## config.mk

```make
export PLATFORM = sky130hd
export DESIGN_NAME = pll_lock_detect
export DESIGN_NICKNAME = d
export VERILOG_FILES = /design/src/rtl/pll_lockdet_pkg.sv /design/src/rtl/lkd_pulse_meter.sv /design/src/rtl/lkd_lock_ctrl.sv /design/src/rtl/pll_lock_detect.sv
export SDC_FILE = /design/constraint.sdc
export NUM_CORES = 1
export LEC_CHECK = 0
export BUFFER_PORTS_ARGS = -buffer_cell sky130_fd_sc_hd__buf_2
export CAP_MARGIN = 30
export CORE_MARGIN = 5
export CORE_UTILIZATION = 55
export DETAILED_ROUTE_END_ITERATION = 12
export GPL_TIMING_DRIVEN = 0
export HOLD_SLACK_MARGIN = 0.05
export PLACE_DENSITY = 0.73
export SYNTH_ARGS = -nofsm -noshare
export SYNTH_HDL_FRONTEND = slang
export SYNTH_SLANG_ARGS = --single-unit
```

## constraint.sdc

```tcl
create_clock -name clk -period 1.9 [get_ports clk]
set_input_delay 0.095 -clock clk [delete_from_list [all_inputs] [get_ports clk]]
set_output_delay 0.095 -clock clk [all_outputs]
set_load 0.02 [all_outputs]
```

## src/rtl/pll_lockdet_pkg.sv

```systemverilog
package pll_lockdet_pkg;

    localparam int unsigned MW = 8;

    typedef struct packed {
        logic          valid;
        logic [MW-1:0] width;
    } meas_t;

    typedef enum logic [1:0] {
        V_NARROW = 2'd0,
        V_MID    = 2'd1,
        V_WIDE   = 2'd2
    } verdict_t;

    function automatic verdict_t classify(
        input logic [MW-1:0] width,
        input logic [MW-1:0] assert_thr,
        input logic [MW-1:0] release_thr
    );
        if (width < assert_thr)
            return V_NARROW;
        else if (width > release_thr)
            return V_WIDE;
        else
            return V_MID;
    endfunction

endpackage

```

## src/rtl/lkd_pulse_meter.sv

```systemverilog
module lkd_pulse_meter
    import pll_lockdet_pkg::*;
#(
    parameter int SAMPLE_DIV = 32,
    parameter int SAT_CNT    = 23
) (
    input  logic  clk,
    input  logic  rst,
    input  logic  clr,
    input  logic  up,
    input  logic  dn,
    output meas_t meas
);
    localparam int IW = (SAMPLE_DIV > 1) ? $clog2(SAMPLE_DIV) : 1;

    logic          comb_now;
    logic          comb_q;
    logic          busy;
    logic [IW-1:0] idx;
    logic [MW-1:0] cnt;

    assign comb_now = up | dn;

    always_ff @(posedge clk) begin
        if (rst || clr) begin
            comb_q <= 1'b0;
            busy   <= 1'b0;
            idx    <= '0;
            cnt    <= '0;
            meas   <= '0;
        end else begin
            meas.valid <= 1'b0;
            comb_q     <= comb_now;
            if (comb_now && !comb_q) begin
                idx <= (idx == IW'(SAMPLE_DIV - 1)) ? '0 : idx + 1'b1;
                if (idx == '0) begin
                    busy <= 1'b1;
                    cnt  <= MW'(1);
                end
            end else if (busy) begin
                if (!comb_now) begin
                    busy <= 1'b0;
                    meas <= '{valid: 1'b1, width: cnt};
                end else if (cnt == MW'(SAT_CNT - 1)) begin
                    busy <= 1'b0;
                    meas <= '{valid: 1'b1, width: MW'(SAT_CNT)};
                end else begin
                    cnt <= cnt + 1'b1;
                end
            end
        end
    end

    p_width_range_r10: assert property (@(posedge clk) disable iff (rst)
        meas.valid |-> (meas.width >= MW'(1) && meas.width <= MW'(SAT_CNT)));

    p_single_result_r2: assert property (@(posedge clk) disable iff (rst)
        meas.valid |=> !meas.valid);

    p_clear_idle_r8: assert property (@(posedge clk) disable iff (rst)
        clr |=> (!busy && idx == '0 && !meas.valid));

endmodule

```

## src/rtl/lkd_lock_ctrl.sv

```systemverilog
module lkd_lock_ctrl
    import pll_lockdet_pkg::*;
#(
    parameter int PASS_NEED   = 5,
    parameter int THR_COARSE  = 14,
    parameter int THR_FINE    = 6,
    parameter int THR_RELEASE = 22
) (
    input  logic  clk,
    input  logic  rst,
    input  logic  clr,
    input  logic  fine,
    input  meas_t meas,
    output logic  locked
);
    localparam int PW = $clog2(PASS_NEED + 1);

    logic [PW-1:0] pass_cnt;
    logic [MW-1:0] assert_thr;
    verdict_t      verdict;

    assign assert_thr = fine ? MW'(THR_FINE) : MW'(THR_COARSE);
    assign verdict    = classify(meas.width, assert_thr, MW'(THR_RELEASE));

    always_ff @(posedge clk) begin
        if (rst || clr) begin
            locked   <= 1'b0;
            pass_cnt <= '0;
        end else if (meas.valid) begin
            if (locked) begin
                if (verdict == V_WIDE)
                    locked <= 1'b0;
            end else if (verdict == V_NARROW) begin
                if (pass_cnt == PW'(PASS_NEED - 1)) begin
                    locked   <= 1'b1;
                    pass_cnt <= '0;
                end else begin
                    pass_cnt <= pass_cnt + 1'b1;
                end
            end else begin
                pass_cnt <= '0;
            end
        end
    end

    p_hold_mid_r5: assert property (@(posedge clk) disable iff (rst)
        (locked && meas.valid && meas.width <= MW'(THR_RELEASE) && !clr) |=> locked);

    p_release_wide_r6: assert property (@(posedge clk) disable iff (rst)
        (locked && meas.valid && meas.width > MW'(THR_RELEASE) && !clr) |=> !locked);

    p_clear_r8: assert property (@(posedge clk) disable iff (rst)
        clr |=> !locked);

    p_rise_on_result_r3: assert property (@(posedge clk) disable iff (rst)
        $rose(locked) |-> $past(meas.valid));

    p_fail_resets_r7: assert property (@(posedge clk) disable iff (rst)
        (!locked && meas.valid && meas.width >= assert_thr && !clr) |=> (pass_cnt == '0 && !locked));

endmodule

```

## src/rtl/pll_lock_detect.sv

```systemverilog
module pll_lock_detect
    import pll_lockdet_pkg::*;
#(
    parameter int SAMPLE_DIV  = 32,
    parameter int PASS_NEED   = 5,
    parameter int THR_COARSE  = 14,
    parameter int THR_FINE    = 6,
    parameter int THR_RELEASE = 22
) (
    input  logic clk,
    input  logic rst,
    input  logic pfd_up,
    input  logic pfd_dn,
    input  logic fine_prec,
    input  logic div_write,
    input  logic pwr_down,
    output logic locked
);
    logic  clr;
    meas_t meas;

    assign clr = div_write | pwr_down;

    lkd_pulse_meter #(
        .SAMPLE_DIV (SAMPLE_DIV),
        .SAT_CNT    (THR_RELEASE + 1)
    ) u_meter (
        .clk  (clk),
        .rst  (rst),
        .clr  (clr),
        .up   (pfd_up),
        .dn   (pfd_dn),
        .meas (meas)
    );

    lkd_lock_ctrl #(
        .PASS_NEED   (PASS_NEED),
        .THR_COARSE  (THR_COARSE),
        .THR_FINE    (THR_FINE),
        .THR_RELEASE (THR_RELEASE)
    ) u_ctrl (
        .clk    (clk),
        .rst    (rst),
        .clr    (clr),
        .fine   (fine_prec),
        .meas   (meas),
        .locked (locked)
    );

    p_powerdown_low_r9: assert property (@(posedge clk) disable iff (rst)
        (pwr_down && $past(pwr_down)) |-> !locked);

endmodule

```

Yosys cells after proc, flatten, opt, wreduce, memory -nomap -nowiden --
Index checks and enable logic that the tools add are counted.
Word-level totals: input port bits 7, logic and storage cells 58, register bits after elaboration 28, output and inout port bits 1
Cells by class: $lt $le $gt $ge 2, reduce and logical (&&, ||, !) cells 11, bitwise logic cells 5, add/subtract/negate cells 3, mux-type cells 22, equality and inequality tests 7
Operator list (count):
- 2-to-1 mux 8 bit | 5
- 2-to-1 mux 9 bit | 2
- 2-to-1 mux 1 bit | 9
- adder 8 x 1 -> 8 bit, second input constant | 1
- == test 8 x 5 -> 1 bit, second input constant | 1
- greater-than comparator 8 x 5 -> 1 bit, second input constant | 1
- < comparator 8 bit | 1
- 2-to-1 mux 3 bit | 2
- adder 5 x 1 -> 5 bit, second input constant | 1
- == test 5 bit, second input constant | 1
- zero test 5 bit | 1
- 2-to-1 mux 5 bit | 1
- 2-to-1 mux 2 bit | 2
- 2-to-1 mux 4 bit | 1
- inequality test 2 bit, second input constant | 2
- AND reduction 4 bit | 1
- nonzero test 2 bit | 2
- adder 3 x 1 -> 3 bit, second input constant | 1
- == test 3 bit, second input constant | 1
- inverter 1 bit | 3
- AND reduction 3 bit | 1
- OR reduction 3 bit | 1
- == test 2 bit, second input constant | 1
- zero test 2 bit | 1
- other kinds (6) | 7

Longest topological paths before layout --
Gate-level depths: netlist (run 1).
depth after elaboration 6, gate-level depth with buffers 7, gate-level depth less buffers 6

By module --
Synthesis (run 1) repeated with hierarchy kept, for this count alone.
Unflattened totals: cells, all modules 150, area, all modules 1400.1 um^2
By module, submodules not included:
- lkd_pulse_meter | area each 1116.1 um^2, cells an instance 118, sequential area each 480.5 um^2, times used 1
- lkd_lock_ctrl | area each 277.8 um^2, cells an instance 31, sequential area each 80.1 um^2, times used 1
- pll_lock_detect | area each 6.3 um^2, cells an instance 1, sequential area each 0.0 um^2, times used 1

Worst setup path after synthesis (run 1) --
No wires, ideal clock.
path type register -> register, from register u_meter.cnt[0], to register u_meter.cnt[5], cell stages (with the launch flop) 8, data arrival time 1.628 ns, buffers on the path 1, required time 1.828 ns, setup time 0.072 ns, clock period less this slack 1.700 ns, setup slack 0.200 ns, path through dfxtp_1 > inv_1 > ha_1 > nor4b_1 > a21o_1 > buf_6 > or4_1 > a21oi_1
Between the ends: cells in the longest elaborated chain, start to end 5, elaborated cells on any way between the ends 8, classes of those cells 1 x add/sub; 2 x eq/ne; 4 x mux; 1 x reduce/logical
RTL lines:
- from (decl) | RTL line lkd_pulse_meter.sv:20 | logic [MW-1:0] cnt;
- from (signal assigned) | RTL line lkd_pulse_meter.sv:48 | cnt <= cnt + 1'b1;
- adder 8 x 1 -> 8 bit | RTL line lkd_pulse_meter.sv:48
- 2-to-1 mux 8 bit | RTL line lkd_pulse_meter.sv:44 | end else if (cnt == MW'(SAT_CNT - 1)) begin
- 2-to-1 mux 8 bit | RTL line lkd_pulse_meter.sv:41 | if (!comb_now) begin
- 2-to-1 mux 8 bit | RTL line lkd_pulse_meter.sv:40 | end else if (busy) begin
- 2-to-1 mux 8 bit | RTL line lkd_pulse_meter.sv:34 | if (comb_now && !comb_q) begin
Parallel ways exist; a longest one is shown, timed or not. The select of a mux whose other input is x is not followed. A chain may end at the register's enable or synchronous reset.

Worst setup path in the final report (run 1) --
from register u_meter.cnt[0], to register u_meter.cnt[7]
The elaborated chain is that of the path after synthesis.

==> results of run 1 <==
-- layout make-up --
type / count / area (um^2) / share of cell area
timing repair buffer: 8 / 42.5 / 0.0294
inverter: 8 / 30.0 / 0.0207
clock buffer: 4 / 36.3 / 0.0251
multi-input combinational: 114 / 721 / 0.498
sequential: 28 / 564 / 0.390
buffer: 3 / 18.8 / 0.0130
tap: 28 / 35.0 / 0.0242
-- critical path: stages (launching register included) --
cell and delay [ps]:
sky130_fd_sc_hd__dfxtp_4 390, sky130_fd_sc_hd__inv_1 50, sky130_fd_sc_hd__ha_1 190, sky130_fd_sc_hd__nor4b_2 170, sky130_fd_sc_hd__a21o_1 190, sky130_fd_sc_hd__buf_6 140, sky130_fd_sc_hd__or4_1 460, sky130_fd_sc_hd__a21oi_1 140
-- logic make-up (layout without fill, tap and decap cells) --
kind of cell | after synthesis | count (layout) | share of synthesized area
simple gates | 57 | 57 | 0.230
fa+ha+maj | 8 | 8 | 0.0760
flops | 28 | 28 | 0.425
buf+inv | 11 | 23 | 0.0370
compound gates | 49 | 49 | 0.232
-- worst paths after layout --
kind                                   startpoint                              end  slack, ps  cells past startpoint
setup / recovery      u_meter.cnt[0]$_SDFFE_PP0P_      u_meter.cnt[7]$_SDFFE_PP0P_        110                      7
hold / removal                             pfd_up        u_meter.comb_q$_SDFF_PP0_         80                      3
setup reg to reg      u_meter.cnt[0]$_SDFFE_PP0P_      u_meter.cnt[7]$_SDFFE_PP0P_        110                      7
hold reg to reg   u_ctrl.pass_cnt[1]$_SDFFE_PP0P_  u_ctrl.pass_cnt[1]$_SDFFE_PP0P_        480                      2
-- registers in the layout (all words and copies together) (netlist names) --
signal           cells
u_meter.meas         9
u_meter.busy         1
u_ctrl.pass_cnt      3
u_ctrl.locked        1
u_meter.cnt          8
u_meter.idx          5
u_meter.comb_q       1
-- layer usage --
metal | track usage | vias to the layer above | wire length [um]
met5 | 0 | - | 0
met3 | 0.0329 | 2 | 102
met4 | 0.0841 | 0 | 18
met2 | 0.251 | 24 | 1240
met1 | 0.208 | 562 | 1250
li1 | - | 593 | -
-- through the flow --
stage,TNS [ps],util
floorplan,0,-
global placement,0,0.615
detailed placement,0,0.615
CTS,0,0.632
global route,-37.2,0.642
finish,0,0.642
-- timing repair --
action	4_1_cts	5_1_grt
endpoints found under the hold margin	0	0
setup endpoints to repair	0	16
buffers inserted	0	1
gates resized for setup	0	4
-- power breakdown --
part	internal, mW	total [mW]	switching, mW
registers	0.590	0.594	0.00420
clock network	0.117	0.286	0.169
logic	0.0167	0.0463	0.0296
total	0.724	0.927	0.203
-- layout by cell type (no fill, tap or decap), drive strengths merged --
cell type,n
dfxtp,28
a21oi,20
nand2,17
o21ai,11
buf,9
inv,8
ha,8
nand3,7
nor2,7
clkbuf,6
nor3,5
or4,4
o221a,4
or3,4
and3,3
o31ai,3
a31oi,3
nor4b,3
nand2b,2
nor3b,2
a211oi,2
o21bai,1
o21ba,1
and3b,1
a41oi,1
o211ai,1
a21o,1
nand4,1
nand4b,1
a22oi,1
==> impl_metrics.json, run 1 <==
{
  "finalPower_mw": 0.927,
  "drt-vias-per-instance": 6.12,
  "detailedPlace.worstSlack_ps": 37.6,
  "clockBufferDepth": 2,
  "worstMarginPinSlew_ps": 603,
  "n_fill_cell": 215,
  "number_of_synthesized_flops_with_an_enable_pin": 0,
  "tritoncts.num_buffers": 3,
  "yosysWarnings": 0,
  "synthMostInstantiatedCell": "sky130_fd_sc_hd__dfxtp_1",
  "cell_count_final_fillers_out": 193,
  "ctsHoldBuffers": 0,
  "holdCritPathClass": "input pin to flip-flop",
  "grt_pass1_wl_um": 4400,
  "cts_tree": "yes",
  "dpl_wire_length_um": 1930,
  "yosys.cell_types.count": 31,
  "synth-seq-cells": 28,
  "cts_num_sinks": 28,
  "io_pins": 8,
  "grt_pass1_vias": 1019,
  "final_layout_size_suffix_gt1_frac": 0.133,
  "final_design_area_no_fill_mm2": 0.00145,
  "first_iter_violations": 44,
  "post-route-drc-count": 0,
  "synthTopCellsByCount": "sky130_fd_sc_hd__dfxtp_1, sky130_fd_sc_hd__a21oi_1, sky130_fd_sc_hd__nand2_1",
  "max_cap_viol_count": 0,
  "number_of_diodes_added_for_antenna_fixing": 0,
  "crit_type": "flip-flop to flip-flop",
  "initial_utilization": 0.584,
  "crit_path_max_fanout": 10,
  "synth_top_area_cell": "sky130_fd_sc_hd__dfxtp_1",
  "root_buffer_selected_by_cts": "sky130_fd_sc_hd__clkbuf_4",
  "synthesized_netlist_net_count": 168,
  "dr.pass1.iters": 5,
  "die_area_mm2": 0.00347,
  "cp_data_arrival_time_ps": 2050,
  "post-route-worst-setup-slack_ps": 109,
  "post_route_skew_ps": 5.64,
  "max_slew_violation_count": 0,
  "numPlacedInstances": 188,
  "clk_latency_ps": 320,
  "area_growth_from_synthesis_to_final_layout_pct": 9.88,
  "syn_avg_cell_area_um2": 8.61,
  "pin_count_of_the_biggest_net_entering_global_routing": 16,
  "drt-wirelength-per-cell_um": 13.5,
  "synth_top_area_frac": 0.425,
  "global_route.usage.total": 0.161,
  "die_y_um": 58.9,
  "syn_area_mm2": 0.00132,
  "outcome": "finished clean",
  "final_period_minus_worst_setup_slack_ps": 1790,
  "syn-instance-count": 153,
  "global_placement_routability_congestion": 0.818,
  "power_density_mw_per_mm2": 640,
  "rows": 17,
  "postRouteWirelength_um": 2610,
  "final_hold_viol_count": 0,
  "synth_sequential_area_ratio": 0.425,
  "ys_async_sr_fraction": 0,
  "htree_levels": 1,
  "core_region_area_mm2": 0.00225,
  "relative_slew_slack": 0.595,
  "max-vdd-ir-drop_v": 0.000423,
  "synth.area.top_cells": "sky130_fd_sc_hd__dfxtp_1, sky130_fd_sc_hd__a21oi_1, sky130_fd_sc_hd__ha_1",
  "grt_overflow": 0,
  "worst_hold_slack_ps": 80.1,
  "vias_after_detailed_routing": 1181,
  "finalNetCount": 181,
  "critPathRequiredTime_ps": 2160,
  "timing.critical_path.from_type": "flip-flop",
  "placed_area_mm2": 0.00139,
  "die_w_um": 58.9,
  "synth_ff_type": "sky130_fd_sc_hd__dfxtp_1",
  "antenna_left": 0,
  "clk_pin_slew_worst_paths_ps": 150,
  "power.leakage_nw": 0.477,
  "setup_viol": 0,
  "timing.fmax_mhz": 558,
  "antenna_found_initial": 0,
  "timing.final.crit_share": 0.943,
  "io_buffers": 7,
  "timing.critical_path.to_type": "flip-flop"
}
(Power assumes the default switching activity.)
==> inputs of run 2 (changes only) <==
--- a/config.mk
+++ b/config.mk
@@ -13,6 +13,7 @@
 export GPL_TIMING_DRIVEN = 0
 export HOLD_SLACK_MARGIN = 0.05
 export PLACE_DENSITY = 0.73
+export RECOVER_POWER = 100
 export SYNTH_ARGS = -nofsm -noshare
 export SYNTH_HDL_FRONTEND = slang
 export SYNTH_SLANG_ARGS = --single-unit
==> run 2 against run 1 <==
Design area is essentially flat. Die area stayed put. Setup slack about the same. Sequential power is essentially flat. Final cell count unchanged. Global-route usage unchanged. Clock skew about the same. Fmax is essentially flat. Sequential share of layout area barely moved. Clock power is essentially flat. Largest power group unchanged.
==> impl_metrics.json, run 2 (same netlist as run 1, synthesis figures left out) <==
{
  "outcome": "finished clean",
  "crit_path_max_fanout": 10,
  "largest_register_ffs": 9,
  "cp_data_arrival_time_ps": 2050,
  "max_slew_violation_count": 0,
  "core_region_area_mm2": 0.00225,
  "hold_path_startpoint": "pfd_dn",
  "largest_register": "u_meter.meas",
  "crit_type": "flip-flop to flip-flop",
  "top_registers": "u_meter.meas: 9 flops, u_meter.cnt: 8 flops, u_meter.idx: 5 flops",
  "timing.fmax_mhz": 558,
  "timing.critical_path.from_type": "flip-flop",
  "clk_latency_ps": 320,
  "clk_pin_slew_worst_paths_ps": 150,
  "most-common-layout-cells": "sky130_fd_sc_hd__dfxtp_1, sky130_fd_sc_hd__a21oi_1, sky130_fd_sc_hd__nand2_1",
  "final_layout_size_suffix_gt1_frac": 0.127,
  "number_of_diodes_added_for_antenna_fixing": 0,
  "clockBufferDepth": 2,
  "vias_after_detailed_routing": 1182,
  "grt_pass1_vias": 1019,
  "cts_tree": "yes",
  "gr-usage-met3": 0.0329,
  "postRouteWirelength_um": 2610,
  "dr.pass1.iters": 5,
  "finalPower_mw": 0.927,
  "initial_utilization": 0.584,
  "drt-wirelength-per-cell_um": 13.5,
  "post-route-drc-count": 0,
  "global_route.usage.total": 0.161,
  "numPlacedInstances": 188,
  "grt_overflow": 0,
  "dpl_wire_length_um": 1930,
  "global_placement_routability_congestion": 0.818,
  "grt_pass1_wl_um": 4400,
  "finalNetCount": 181,
  "relative_slew_slack": 0.595,
  "n_fill_cell": 216,
  "detailedPlace.worstSlack_ps": 37.6,
  "cts_num_sinks": 28,
  "root_buffer_selected_by_cts": "sky130_fd_sc_hd__clkbuf_4",
  "share_of_the_core_filled_with_cells": 0.642,
  "timing.critical_path.to_type": "flip-flop",
  "max-vdd-ir-drop_v": 0.000423,
  "tritoncts.num_buffers": 3,
  "power_density_mw_per_mm2": 641,
  "ctsHoldBuffers": 0,
  "drt-vias-per-instance": 6.12,
  "cell_count_final_fillers_out": 193,
  "top_usage_layer": "met2",
  "holdCritPathClass": "input pin to flip-flop",
  "die_y_um": 58.9,
  "rows": 17,
  "timing.critical_path.from": "u_meter.cnt[0]$_SDFFE_PP0P_",
  "antenna_found_initial": 0,
  "post_route_skew_ps": 5.86,
  "max_cap_viol_count": 0,
  "die_area_mm2": 0.00347,
  "final_common_cell": "sky130_fd_sc_hd__dfxtp_1",
  "worstMarginPinSlew_ps": 603,
  "final_hold_viol_count": 0,
  "io_buffers": 7,
  "first_iter_violations": 44,
  "pin_count_of_the_biggest_net_entering_global_routing": 16,
  "power.leakage_nw": 0.473,
  "met1_usage": 0.208,
  "critPathRequiredTime_ps": 2160,
  "area_growth_from_synthesis_to_final_layout_pct": 9.78,
  "post-route-worst-setup-slack_ps": 108,
  "setup_viol": 0,
  "final_period_minus_worst_setup_slack_ps": 1790,
  "grt.met2_usage": 0.251,
  "htree_levels": 1,
  "antenna_left": 0,
  "timing.final.crit_share": 0.943,
  "worstReg2RegStart": "u_meter.cnt[0]$_SDFFE_PP0P_",
  "die_w_um": 58.9,
  "io_pins": 8
}
run 2: layer usage:
layer  wire length [um]  vias up
met4                 18        0
met3                102        2
met5                  0        -
met2               1230       24
li1                   -      593
met1               1250      563
run 2: final timing paths:
check / to / slack [ps] / depth (start not counted)
max: u_meter.cnt[7]$_SDFFE_PP0P_ / 110 / 7
min: u_meter.comb_q$_SDFF_PP0_ / 80 / 3
max reg2reg: u_meter.cnt[7]$_SDFFE_PP0P_ / 110 / 7
min reg2reg: u_ctrl.pass_cnt[1]$_SDFFE_PP0P_ / 480 / 2
run 2: final cells by class:
class	instances	area, um^2	share of cell area
plain buffers	3	18.8	0.0130
clock buffers	4	36.3	0.0251
inverters	8	30.0	0.0208
multi-input cells	114	721	0.498
flip-flops and latches	28	564	0.390
well taps	28	35.0	0.0242
repair buffers	8	41.3	0.0285
run 2: what timing repair did:
item,CTS,global route
buffers inserted,0,1
endpoints found under the setup margin,0,16
resized for setup,0,4
run 2: critical path, stage by stage (launching register included):
cell and delay [ps]:
sky130_fd_sc_hd__dfxtp_4 390, sky130_fd_sc_hd__inv_1 50, sky130_fd_sc_hd__ha_1 190, sky130_fd_sc_hd__nor4b_2 170, sky130_fd_sc_hd__a21o_1 190, sky130_fd_sc_hd__buf_6 140
sky130_fd_sc_hd__or4_1 460, sky130_fd_sc_hd__a21oi_1 140
run 2: report_power, final:
| group | internal, mW | total (mW) | switching [mW] |
|---|---|---|---|
| logic | 0.0167 | 0.0464 | 0.0297 |
| registers | 0.590 | 0.594 | 0.00420 |
| clock network | 0.117 | 0.286 | 0.169 |
| total | 0.724 | 0.927 | 0.203 |
run 2: metrics by stage:
stage	area, um^2	TNS (ps)	hold slack [ps]
finish	1450	0	81.6
global route	1450	-37.2	88.1
CTS	1420	0	70.8
detailed placement	1390	0	409
global placement	1390	0	399
floorplan	1320	0	231
